===== src/rtl/wpd_pkg.sv =====
package wpd_pkg;
  typedef enum logic [1:0] {
    WPD_IDLE = 2'd0,
    WPD_DOM1 = 2'd1,
    WPD_REC  = 2'd2,
    WPD_WAKE = 2'd3
  } wpd_state_e;
endpackage


===== src/rtl/wpd_sync.sv =====
module wpd_sync #(
  parameter int STAGES = 2
) (
  input  logic clk_i,
  input  logic rst_ni,
  input  logic d_i,
  output logic q_o
);
  logic [STAGES-1:0] sh_q;

  always_ff @(posedge clk_i or negedge rst_ni) begin
    if (!rst_ni) sh_q <= '0;
    else         sh_q <= {sh_q[STAGES-2:0], d_i};
  end

  assign q_o = sh_q[STAGES-1];
endmodule


===== src/rtl/wpd_filter.sv =====
module wpd_filter #(
  parameter int FILT_CYC = 12
) (
  input  logic clk_i,
  input  logic rst_ni,
  input  logic en_i,
  input  logic raw_i,
  output logic rise_o,
  output logic fall_o
);
  localparam int CW = $clog2(FILT_CYC + 1);

  logic          lvl_q;
  logic [CW-1:0] run_q;
  logic          differs, upd;

  assign differs = (raw_i != lvl_q);
  assign upd     = en_i && differs && (run_q == CW'(FILT_CYC - 1));
  assign rise_o  = upd && raw_i;
  assign fall_o  = upd && !raw_i;

  // a run shorter than FILT_CYC only restarts the counter
  always_ff @(posedge clk_i or negedge rst_ni) begin
    if (!rst_ni) begin
      lvl_q <= 1'b0;
      run_q <= '0;
    end else if (!en_i) begin
      lvl_q <= 1'b0;
      run_q <= '0;
    end else if (upd) begin
      lvl_q <= raw_i;
      run_q <= '0;
    end else if (differs) begin
      run_q <= run_q + 1'b1;
    end else begin
      run_q <= '0;
    end
  end
endmodule


===== src/rtl/wpd_seq.sv =====
module wpd_seq
  import wpd_pkg::*;
#(
  parameter int TIMEOUT_CYC = 60,
  parameter int TMO_W       = $clog2(TIMEOUT_CYC + 1)
) (
  input  logic             clk_i,
  input  logic             rst_ni,
  input  logic             en_i,
  input  logic             rise_i,
  input  logic             fall_i,
  output wpd_state_e       state_o,
  output logic [TMO_W-1:0] tmo_o
);
  wpd_state_e       state_q, state_d;
  logic [TMO_W-1:0] tmo_q, tmo_d;
  logic             expired;

  assign expired = (tmo_q == TMO_W'(TIMEOUT_CYC - 1));

  always_comb begin
    state_d = state_q;
    tmo_d   = '0;
    if (!en_i) begin
      state_d = WPD_IDLE;
    end else begin
      unique case (state_q)
        WPD_IDLE: if (rise_i) state_d = WPD_DOM1;
        WPD_DOM1: begin
          if (expired)     state_d = WPD_IDLE;
          else begin
            tmo_d = tmo_q + 1'b1;
            if (fall_i) state_d = WPD_REC;
          end
        end
        WPD_REC: begin
          if (expired)     state_d = WPD_IDLE;
          else if (rise_i) state_d = WPD_WAKE;
          else             tmo_d = tmo_q + 1'b1;
        end
        default: state_d = WPD_WAKE;
      endcase
    end
  end

  always_ff @(posedge clk_i or negedge rst_ni) begin
    if (!rst_ni) begin
      state_q <= WPD_IDLE;
      tmo_q   <= '0;
    end else begin
      state_q <= state_d;
      tmo_q   <= tmo_d;
    end
  end

  assign state_o = state_q;
  assign tmo_o   = tmo_q;
endmodule


===== src/rtl/wake_pattern_det.sv =====
module wake_pattern_det
  import wpd_pkg::*;
#(
  parameter bit SHORT_FILTER   = 1'b0,
  parameter int FILT_LONG_CYC  = 12,
  parameter int FILT_SHORT_CYC = 5,
  parameter int TIMEOUT_CYC    = 60,
  parameter int SYNC_STAGES    = 2
) (
  input  logic clk_i,
  input  logic rst_ni,
  input  logic standby_i,
  input  logic bus_dom_i,
  output logic wake_valid_o,
  output logic rxd_o
);
  localparam int FILT_CYC = SHORT_FILTER ? FILT_SHORT_CYC : FILT_LONG_CYC;
  localparam int TMO_W    = $clog2(TIMEOUT_CYC + 1);

  logic             bus_s, ph_rise, ph_fall;
  wpd_state_e       seq_state;
  logic [TMO_W-1:0] tmo_cnt;

  wpd_sync #(.STAGES(SYNC_STAGES)) u_sync (
    .clk_i (clk_i),
    .rst_ni(rst_ni),
    .d_i   (bus_dom_i),
    .q_o   (bus_s)
  );

  wpd_filter #(.FILT_CYC(FILT_CYC)) u_filt (
    .clk_i (clk_i),
    .rst_ni(rst_ni),
    .en_i  (standby_i),
    .raw_i (bus_s),
    .rise_o(ph_rise),
    .fall_o(ph_fall)
  );

  wpd_seq #(.TIMEOUT_CYC(TIMEOUT_CYC), .TMO_W(TMO_W)) u_seq (
    .clk_i  (clk_i),
    .rst_ni (rst_ni),
    .en_i   (standby_i),
    .rise_i (ph_rise),
    .fall_i (ph_fall),
    .state_o(seq_state),
    .tmo_o  (tmo_cnt)
  );

  // gate with standby so leaving it drops the flag in the same cycle
  assign wake_valid_o = standby_i && (seq_state == WPD_WAKE);
  assign rxd_o        = wake_valid_o ? !bus_s : 1'b1;
endmodule


===== config.mk =====
export PLATFORM = sky130hd
export DESIGN_NAME = wake_pattern_det
export DESIGN_NICKNAME = d
export VERILOG_FILES = /design/src/rtl/wpd_pkg.sv /design/src/rtl/wpd_sync.sv /design/src/rtl/wpd_filter.sv /design/src/rtl/wpd_seq.sv /design/src/rtl/wake_pattern_det.sv
export SDC_FILE = /design/constraint.sdc
export NUM_CORES = 1
export LEC_CHECK = 0
export ABC_AREA = 1
export CAP_MARGIN = 20
export CORE_MARGIN = 5
export CORE_UTILIZATION = 45
export DETAILED_ROUTE_END_ITERATION = 10
export PLACE_DENSITY_LB_ADDON = 0.12
export RECOVER_POWER = 100
export SYNTH_ARGS = -nofsm -noshare
export SYNTH_HDL_FRONTEND = slang
export SYNTH_SLANG_ARGS = --single-unit

===== constraint.sdc =====
create_clock -name clk_i -period 1.3 [get_ports clk_i]
set_input_delay 0.195 -clock clk_i [delete_from_list [all_inputs] [get_ports clk_i]]
set_output_delay 0.195 -clock clk_i [all_outputs]
set_load 0.01 [all_outputs]

==> impl_metrics.json, run 1 <==
{
  "holdCritPathClass": "reg -> reg",
  "grt_pass1_vias": 681,
  "postLayoutCoreUtil_pct": 68.2,
  "postSynthRegisterBits": 15,
  "detailroute.via_count": 667,
  "min_period_over_period_pct": 104,
  "clock_sinks": 15,
  "clock_edge_transition_at_the_registers_on_the_reported_setup_and_hold_paths_ps": 80,
  "yosysWarnings": 0,
  "mappedNetlistNets": 106,
  "num-fill-cells": 156,
  "ctsHoldBuffers": 0,
  "fin_worst_skew_ps": 3.13,
  "crit_path_end_kind": "register",
  "drt_first_iter_violations": 4,
  "global_route_wire_length_before_repair_um": 2990,
  "final_total_negative_setup_slack_ps": -109,
  "cts-buffers-inserted": 3,
  "detail_route.vias_per_cell": 4.60,
  "initial_core_util_pct": 48.7,
  "setup.worst_path.start_class": "register",
  "worst_path_required_ps": 1470,
  "report.final.hold_viol_count": 0,
  "routed_wire_length_per_instance_um": 11.6,
  "maximum_operating_frequency_mhz": 740,
  "pre_cts_ws_ps": -208,
  "critical_path_peak_fanout": 3,
  "die_h_um": 53.7,
  "post_synth_inst_count": 96,
  "groute.usage.overall_pct": 14.6,
  "worst_path_class_setup": "reg -> reg",
  "share_of_cells_above_drive_strength_1_pct": 49.2,
  "dieWidth_um": 53.7,
  "rrSetupSlack_ps": -50,
  "pwr-share-comb_pct": 56.6,
  "vdd_ir_drop_max_mv": 0.815,
  "gpl.final_weighted_congestion": 0.798,
  "startpoint": "u_seq.state_o[1]$_DFFE_PN0P_",
  "maxCapViolCount": 0,
  "powerDensity_nw_per_um2": 1510,
  "postSynthAreaPerCell_um2": 8.94,
  "power.net_switching_mw": 0.713,
  "route.detailed.drc": 0,
  "seq_power_share_pct": 29.3,
  "layout.nets": 131,
  "hp-start": "u_sync.sh_q[0]$_DFF_PN0_",
  "slew-limit-headroom_pct": 46.8,
  "antenna_cells_inserted": 0,
  "setup_viol": 5,
  "critical_path_arrival_ps": 1520,
  "flow.area_growth_from_synthesis_pct": 40.1,
  "mappedNetlistArea_um2": 858,
  "p_leak_nw": 0.562,
  "design.core.area_um2": 1760,
  "switching_share_pct": 39.3,
  "outcome": "complete, but fails checks",
  "grt_antenna_before_repair": 0,
  "period_minus_slack_ps": 1350,
  "hpwl_dp_um": 1170,
  "clk_path_buf_depth": 2,
  "tritoncts": "built",
  "synth.yosys.seq_area_share_pct": 43.7,
  "intPower_mw": 1.10,
  "cts-htree-levels": 1,
  "yosysUniqueCellTypes": 21,
  "grt_setup_unrepaired": "true",
  "clkPwrFrac_pct": 14.1,
  "grt_start_max_net_pins": 16,
  "clk_latency_ps": 270,
  "setup_ws_ps": -51.0,
  "total_power_mw": 1.81,
  "detailedRoute.firstPassIterationCount": 4,
  "ios": 6,
  "drtAntennaViolNets": 0,
  "routed_wirelength_um": 1690,
  "final_max_slew_viol_count": 0,
  "numPortBuffers": 5,
  "violations_in_the_final_reports": "negative setup slack",
  "rows": 15,
  "clk_root_buffer_cell": "sky130_fd_sc_hd__clkbuf_4",
  "grt_overflow_total": 0,
  "die_area_um2": 2880,
  "critical_r2r_launch": "u_seq.state_o[1]$_DFFE_PN0P_",
  "timing_worst_slew_pin_value_ps": 797
}
-- cells in the mapped netlist --
library cell | number | area share, %
sky130_fd_sc_hd__nand4_4 | 1 | 2.5
sky130_fd_sc_hd__buf_2 | 1 | 0.58
sky130_fd_sc_hd__nand4_1 | 2 | 1.5
sky130_fd_sc_hd__inv_2 | 1 | 0.44
sky130_fd_sc_hd__nand2_1 | 15 | 6.6
sky130_fd_sc_hd__a21oi_1 | 4 | 2.3
sky130_fd_sc_hd__nand4_2 | 1 | 1.5
sky130_fd_sc_hd__xor2_1 | 2 | 2.0
sky130_fd_sc_hd__ha_1 | 6 | 8.7
sky130_fd_sc_hd__a21o_1 | 1 | 0.87
sky130_fd_sc_hd__inv_1 | 13 | 5.7
sky130_fd_sc_hd__nor2_1 | 14 | 6.1
sky130_fd_sc_hd__nor2_2 | 1 | 0.73
sky130_fd_sc_hd__nand2_2 | 3 | 2.2
sky130_fd_sc_hd__nor2_4 | 2 | 2.6
sky130_fd_sc_hd__nand3_1 | 4 | 2.3
sky130_fd_sc_hd__nand2_4 | 4 | 5.2
sky130_fd_sc_hd__dfrtp_1 | 15 | 44
sky130_fd_sc_hd__xnor2_1 | 2 | 2.0
sky130_fd_sc_hd__o21ai_0 | 3 | 1.7
sky130_fd_sc_hd__o21ai_1 | 1 | 0.58
-- final cells by class --
cell class	count	area, um^2	share of cell area, %
clock buffer	4	26.3	2.19
timing repair buffer	21	174	14.5
tap	25	31.3	2.60
multi-input combinational	66	538	44.7
sequential	15	375	31.2
inverter	14	57.6	4.79
-- flip-flops by register name, summed over array words and instances, names as in the netlist --
| name | count |
|---|---|
| u_filt.run_q | 4 |
| u_filt.lvl_q | 1 |
| u_seq.state_o | 2 |
| u_sync.sh_q | 2 |
| u_seq.tmo_o | 6 |
-- cells in the final DEF (no fill, tap or decap) --
cell and n:
sky130_fd_sc_hd__dlygate4sd3_1 2, sky130_fd_sc_hd__ha_4 4, sky130_fd_sc_hd__buf_6 4, sky130_fd_sc_hd__nand2_1 10
sky130_fd_sc_hd__xor2_1 2, sky130_fd_sc_hd__inv_1 8, sky130_fd_sc_hd__buf_2 1, sky130_fd_sc_hd__xnor2_1 2
sky130_fd_sc_hd__inv_6 1, sky130_fd_sc_hd__nand4_4 2, sky130_fd_sc_hd__nand2_4 4, sky130_fd_sc_hd__nor2_1 11
sky130_fd_sc_hd__clkdlybuf4s50_1 1, sky130_fd_sc_hd__ha_2 2, sky130_fd_sc_hd__o21ai_1 1, sky130_fd_sc_hd__o21ai_0 2
sky130_fd_sc_hd__nor2_2 4, sky130_fd_sc_hd__buf_4 12, sky130_fd_sc_hd__inv_2 5, sky130_fd_sc_hd__nand3_2 2
sky130_fd_sc_hd__dfrtp_1 15, sky130_fd_sc_hd__nand4_1 2, sky130_fd_sc_hd__nand2_2 8, sky130_fd_sc_hd__clkbuf_1 2
sky130_fd_sc_hd__o21ai_2 1, sky130_fd_sc_hd__nand3_1 2, sky130_fd_sc_hd__nor2_4 2, sky130_fd_sc_hd__a21oi_2 4
sky130_fd_sc_hd__a21o_1 1, sky130_fd_sc_hd__clkbuf_4 3
-- power by group through the flow --
stage                     clock network (mW)  registers (mW)  logic, mW
after global routing                   0.291           0.539       1.13
final                                  0.255           0.531       1.03
after CTS                              0.264           0.530      0.906
after floorplan                            0           0.544      0.428
after global placement                     0           0.531      0.618
after detailed placement                   0           0.536      0.641
-- worst max-delay path, cell delays in order (launching register included) --
cell	delay [ps]
sky130_fd_sc_hd__dfrtp_1	410
sky130_fd_sc_hd__buf_6	140
sky130_fd_sc_hd__buf_6	110
sky130_fd_sc_hd__ha_4	170
sky130_fd_sc_hd__o21ai_2	130
sky130_fd_sc_hd__nand2_1	60
sky130_fd_sc_hd__inv_1	60
sky130_fd_sc_hd__nand3_2	50
sky130_fd_sc_hd__nand2_1	70
sky130_fd_sc_hd__nor2_2	40
-- final timing paths --
path,to,cells past startpoint
worst max-delay path,u_seq.state_o[1]$_DFFE_PN0P_,9
worst min-delay path,u_sync.sh_q[1]$_DFF_PN0_,0
worst max register to register,u_seq.state_o[1]$_DFFE_PN0P_,9
worst min register to register,u_sync.sh_q[1]$_DFF_PN0_,0
max in group asynchronous,u_seq.tmo_o[4]$_DFF_PN0_,2
min in group asynchronous,u_filt.run_q[3]$_DFF_PN0_,2
-- metal layers --
metal  vias to the layer above  part of all wire (%)  global-route usage [%]
met1                       312                    41                    17.5
li1                        349                     -                       -
met4                         0                   1.2                    6.38
met3                         2                   2.5                    1.66
met5                         -                     0                       0
met2                         4                    55                    25.8
-- cells by family (layout without fill, tap and decap cells) --
logic type      Yosys count  in the layout  synth area share, %
flops                    15             15                 43.7
compound gates            9              9                 5.54
buf+inv                  15             39                 6.70
simple gates             47             47                 31.2
fa+ha+maj                 6              6                 8.75
xor+xnor                  4              4                 4.08
-- what timing repair did --
| action | 4_1_cts | 5_1_grt |
|---|---|---|
| gates resized for setup | 31 | 14 |
| hold endpoints to repair | 0 | 0 |
| endpoints found under the setup margin | 10 | 12 |
| pin swaps | 13 | 11 |
| buffers inserted | 4 | 1 |
-- through the flow --
stage	cell area, um^2	hold WS [ps]	std cells
5_1_grt	1200	377	145
6_report	1200	357	145
4_1_cts	1150	222	144
2_1_floorplan	858	-101	96
3_5_place_dp	1020	340	136
3_3_place_gp	1020	334	136
Power figures use the tool's default switching activity.
==> run 2, diff against run 1 <==
- CORE_ASPECT_RATIO: default -> 1.75
- CORE_UTILIZATION: 45 -> 35
- SKIP_LAST_GASP: default -> 1
==> run 2 against run 1 <==
Effect of this change:
- the run still ends with negative setup slack left
- clock power grew 43%
- final cell count stayed put
- largest power group unchanged
- via count up 2.1%
- sequential power barely moved
- highest routed layer unchanged
- worst hold slack worse by 8.8 ps
- routed wire length up 4.7%
- sequential cell count is the same
- clock skew rose by 1.0 ps
- register-to-register slack about the same
==> impl_metrics.json, run 2 (synthesis gave the netlist of run 1 again) <==
{
  "multi_input_gate_area_um2": 519,
  "grt_antenna_before_repair": 0,
  "detailroute.via_count": 681,
  "hp-start": "u_sync.sh_q[0]$_DFF_PN0_",
  "detail_route.vias_per_cell": 4.70,
  "period_minus_slack_ps": 1350,
  "ios": 6,
  "critical_r2r_launch": "u_seq.state_o[1]$_DFFE_PN0P_",
  "path_cells": "buf_6 -> inv_4 -> ha_4 -> inv_2 -> a21oi_2 -> nand2_2 -> a21oi_2 -> nor2_2",
  "outcome": "complete, but fails checks",
  "final_max_slew_viol_count": 0,
  "cp_common_cell": "sky130_fd_sc_hd__a21oi_2",
  "clk_path_buf_depth": 2,
  "reg2reg_end": "u_seq.state_o[1]$_DFFE_PN0P_",
  "clk_root_buffer_cell": "sky130_fd_sc_hd__clkbuf_8",
  "layout.nets": 131,
  "violations_in_the_final_reports": "negative setup slack",
  "powerDensity_nw_per_um2": 1560,
  "flip_flop_count_of_the_largest_register_after_layout": 6,
  "die_h_um": 75.5,
  "crit_path_end_kind": "register",
  "groute.usage.overall_pct": 11.1,
  "regArea_um2": 375,
  "holdCritPathClass": "reg -> reg",
  "worst_path_required_ps": 1430,
  "final_cell_mix": "sky130_fd_sc_hd__dfrtp_1 (15), sky130_fd_sc_hd__nor2_1 (13), sky130_fd_sc_hd__buf_4 (12)",
  "maximum_operating_frequency_mhz": 743,
  "timing.reg2reg.worst_path_depth": 8,
  "report.final.hold_viol_count": 0,
  "max_stage_delay_ps": 400,
  "grt_start_max_net_pins": 16,
  "numPortBuffers": 5,
  "postLayoutCoreUtil_pct": 51.3,
  "num-fill-cells": 234,
  "drtAntennaViolNets": 0,
  "detailed_place.area_um2": 1020,
  "cts-buffers-inserted": 3,
  "holdPathEnd": "u_sync.sh_q[1]$_DFF_PN0_",
  "vdd_ir_drop_max_mv": 0.784,
  "routed_wire_length_per_instance_um": 12.2,
  "grt_setup_unrepaired": "true",
  "setup_viol": 4,
  "critical_path_peak_fanout": 4,
  "rows": 23,
  "flow.area_growth_from_synthesis_pct": 39.2,
  "setup.worst_path.start_class": "register",
  "global_route_wire_length_before_repair_um": 2830,
  "share_of_cells_above_drive_strength_1_pct": 45.0,
  "cts-htree-levels": 1,
  "timing.hold.worst_path_depth": 0,
  "fin_worst_skew_ps": 4.16,
  "clk_latency_ps": 240,
  "die_area_um2": 3580,
  "routed_wirelength_um": 1770,
  "fin_area_um2": 1190,
  "gpl.final_weighted_congestion": 0.679,
  "rrSetupSlack_ps": -50,
  "critical_path_arrival_ps": 1480,
  "met3_usage_pct": 1.42,
  "drt_first_iter_violations": 15,
  "startpoint": "u_seq.state_o[1]$_DFFE_PN0P_",
  "setup_ws_ps": -46.0,
  "detailedRoute.firstPassIterationCount": 4,
  "grt_pass1_vias": 694,
  "clock_edge_transition_at_the_registers_on_the_reported_setup_and_hold_paths_ps": 60,
  "global_route.usage.met1_pct": 12.3,
  "slowest_stage": "sky130_fd_sc_hd__dfrtp_1",
  "hpwl_dp_um": 1270,
  "route.detailed.drc": 0,
  "antenna_cells_inserted": 0,
  "clock_sinks": 15,
  "maxCapViolCount": 0,
  "global_route.usage.met2_pct": 20.1,
  "initial_core_util_pct": 36.8,
  "slew-limit-headroom_pct": 47.4,
  "grt_busiest_layer": "met2",
  "min_period_over_period_pct": 104,
  "commonest_non_fill_non_tap_cell_in_the_layout": "sky130_fd_sc_hd__dfrtp_1",
  "timing_worst_slew_pin_value_ps": 789,
  "worst_path_class_setup": "reg -> reg",
  "dieWidth_um": 47.4,
  "tritoncts": "built",
  "grt_overflow_total": 0,
  "design.core.area_um2": 2330,
  "p_leak_nw": 0.567
}
## run 2: layout make-up
type                       count  share of cell area, %
clock buffer                   3                   3.46
clock inverter                 1                  0.419
inverter                      14                   4.61
multi-input combinational     66                   43.5
sequential                    15                   31.4
tap                           25                   2.62
timing repair buffer          21                   14.0
## run 2: worst max path at each step
stage	depth (start not counted)	slack (ps)	endpoint
floorplan	7	60	u_seq.state_o[0]$_DFFE_PN0P_
global placement	4	-210	wake_valid_o
detailed placement	4	-240	wake_valid_o
CTS	9	-40	u_seq.state_o[1]$_DFFE_PN0P_
global route	9	-110	u_seq.state_o[1]$_DFFE_PN0P_
finish	8	-50	u_seq.state_o[1]$_DFFE_PN0P_
## run 2: worst max-delay path: cells and delay by family (launching register included)
kind / cells / cell delay (ps)
AO/OA/AOI/OAI: 2 / 290
adder cells (fa/ha/maj): 1 / 130
buffers and inverters: 3 / 240
flip-flops: 1 / 400
AND/OR/NAND/NOR: 2 / 170
## run 2: routing by layer
| layer | part of all wire [%] | routed length, um |
|---|---|---|
| met1 | 38 | 676 |
| met5 | 0 | 0 |
| met3 | 1.2 | 22 |
| met4 | 0.68 | 12 |
| met2 | 60 | 1060 |
## run 2: per-stage QoR
step / hold WS, ps / worst slack (ps) / total power, mW / std cells / setup TNS (ps)
after CTS: 255 / -35.3 / 1.76 / 141 / -205
after detailed placement: 335 / -236 / 1.16 / 136 / -1430
final: 348 / -46.0 / 1.86 / 145 / -88.3
after global routing: 357 / -109 / 1.99 / 145 / -783
after global placement: 335 / -210 / 1.14 / 136 / -1160
after floorplan: -101 / 56.0 / 0.972 / 96 / 0
## run 2: power breakdown
group | switching, mW | internal [mW] | leakage [nW]
combinational | 0.518 | 0.441 | 0.339
clock | 0.153 | 0.212 | 0.0255
sequential | 0.0283 | 0.506 | 0.203
total | 0.700 | 1.16 | 0.567
## run 2: what timing repair did
action,CTS,global route
pin swaps,15,5
buffers inserted,1,4
hold buffers,0,0
gates cloned,0,0
endpoints found under the hold margin,0,0
endpoints found under the setup margin,10,10
resized for setup,30,7
==> run 3, diff against run 2 <==
- SLEW_MARGIN: default -> 25
==> results of run 3 <==
No change in the layout: final DEF, timing and power equal those of run 2.
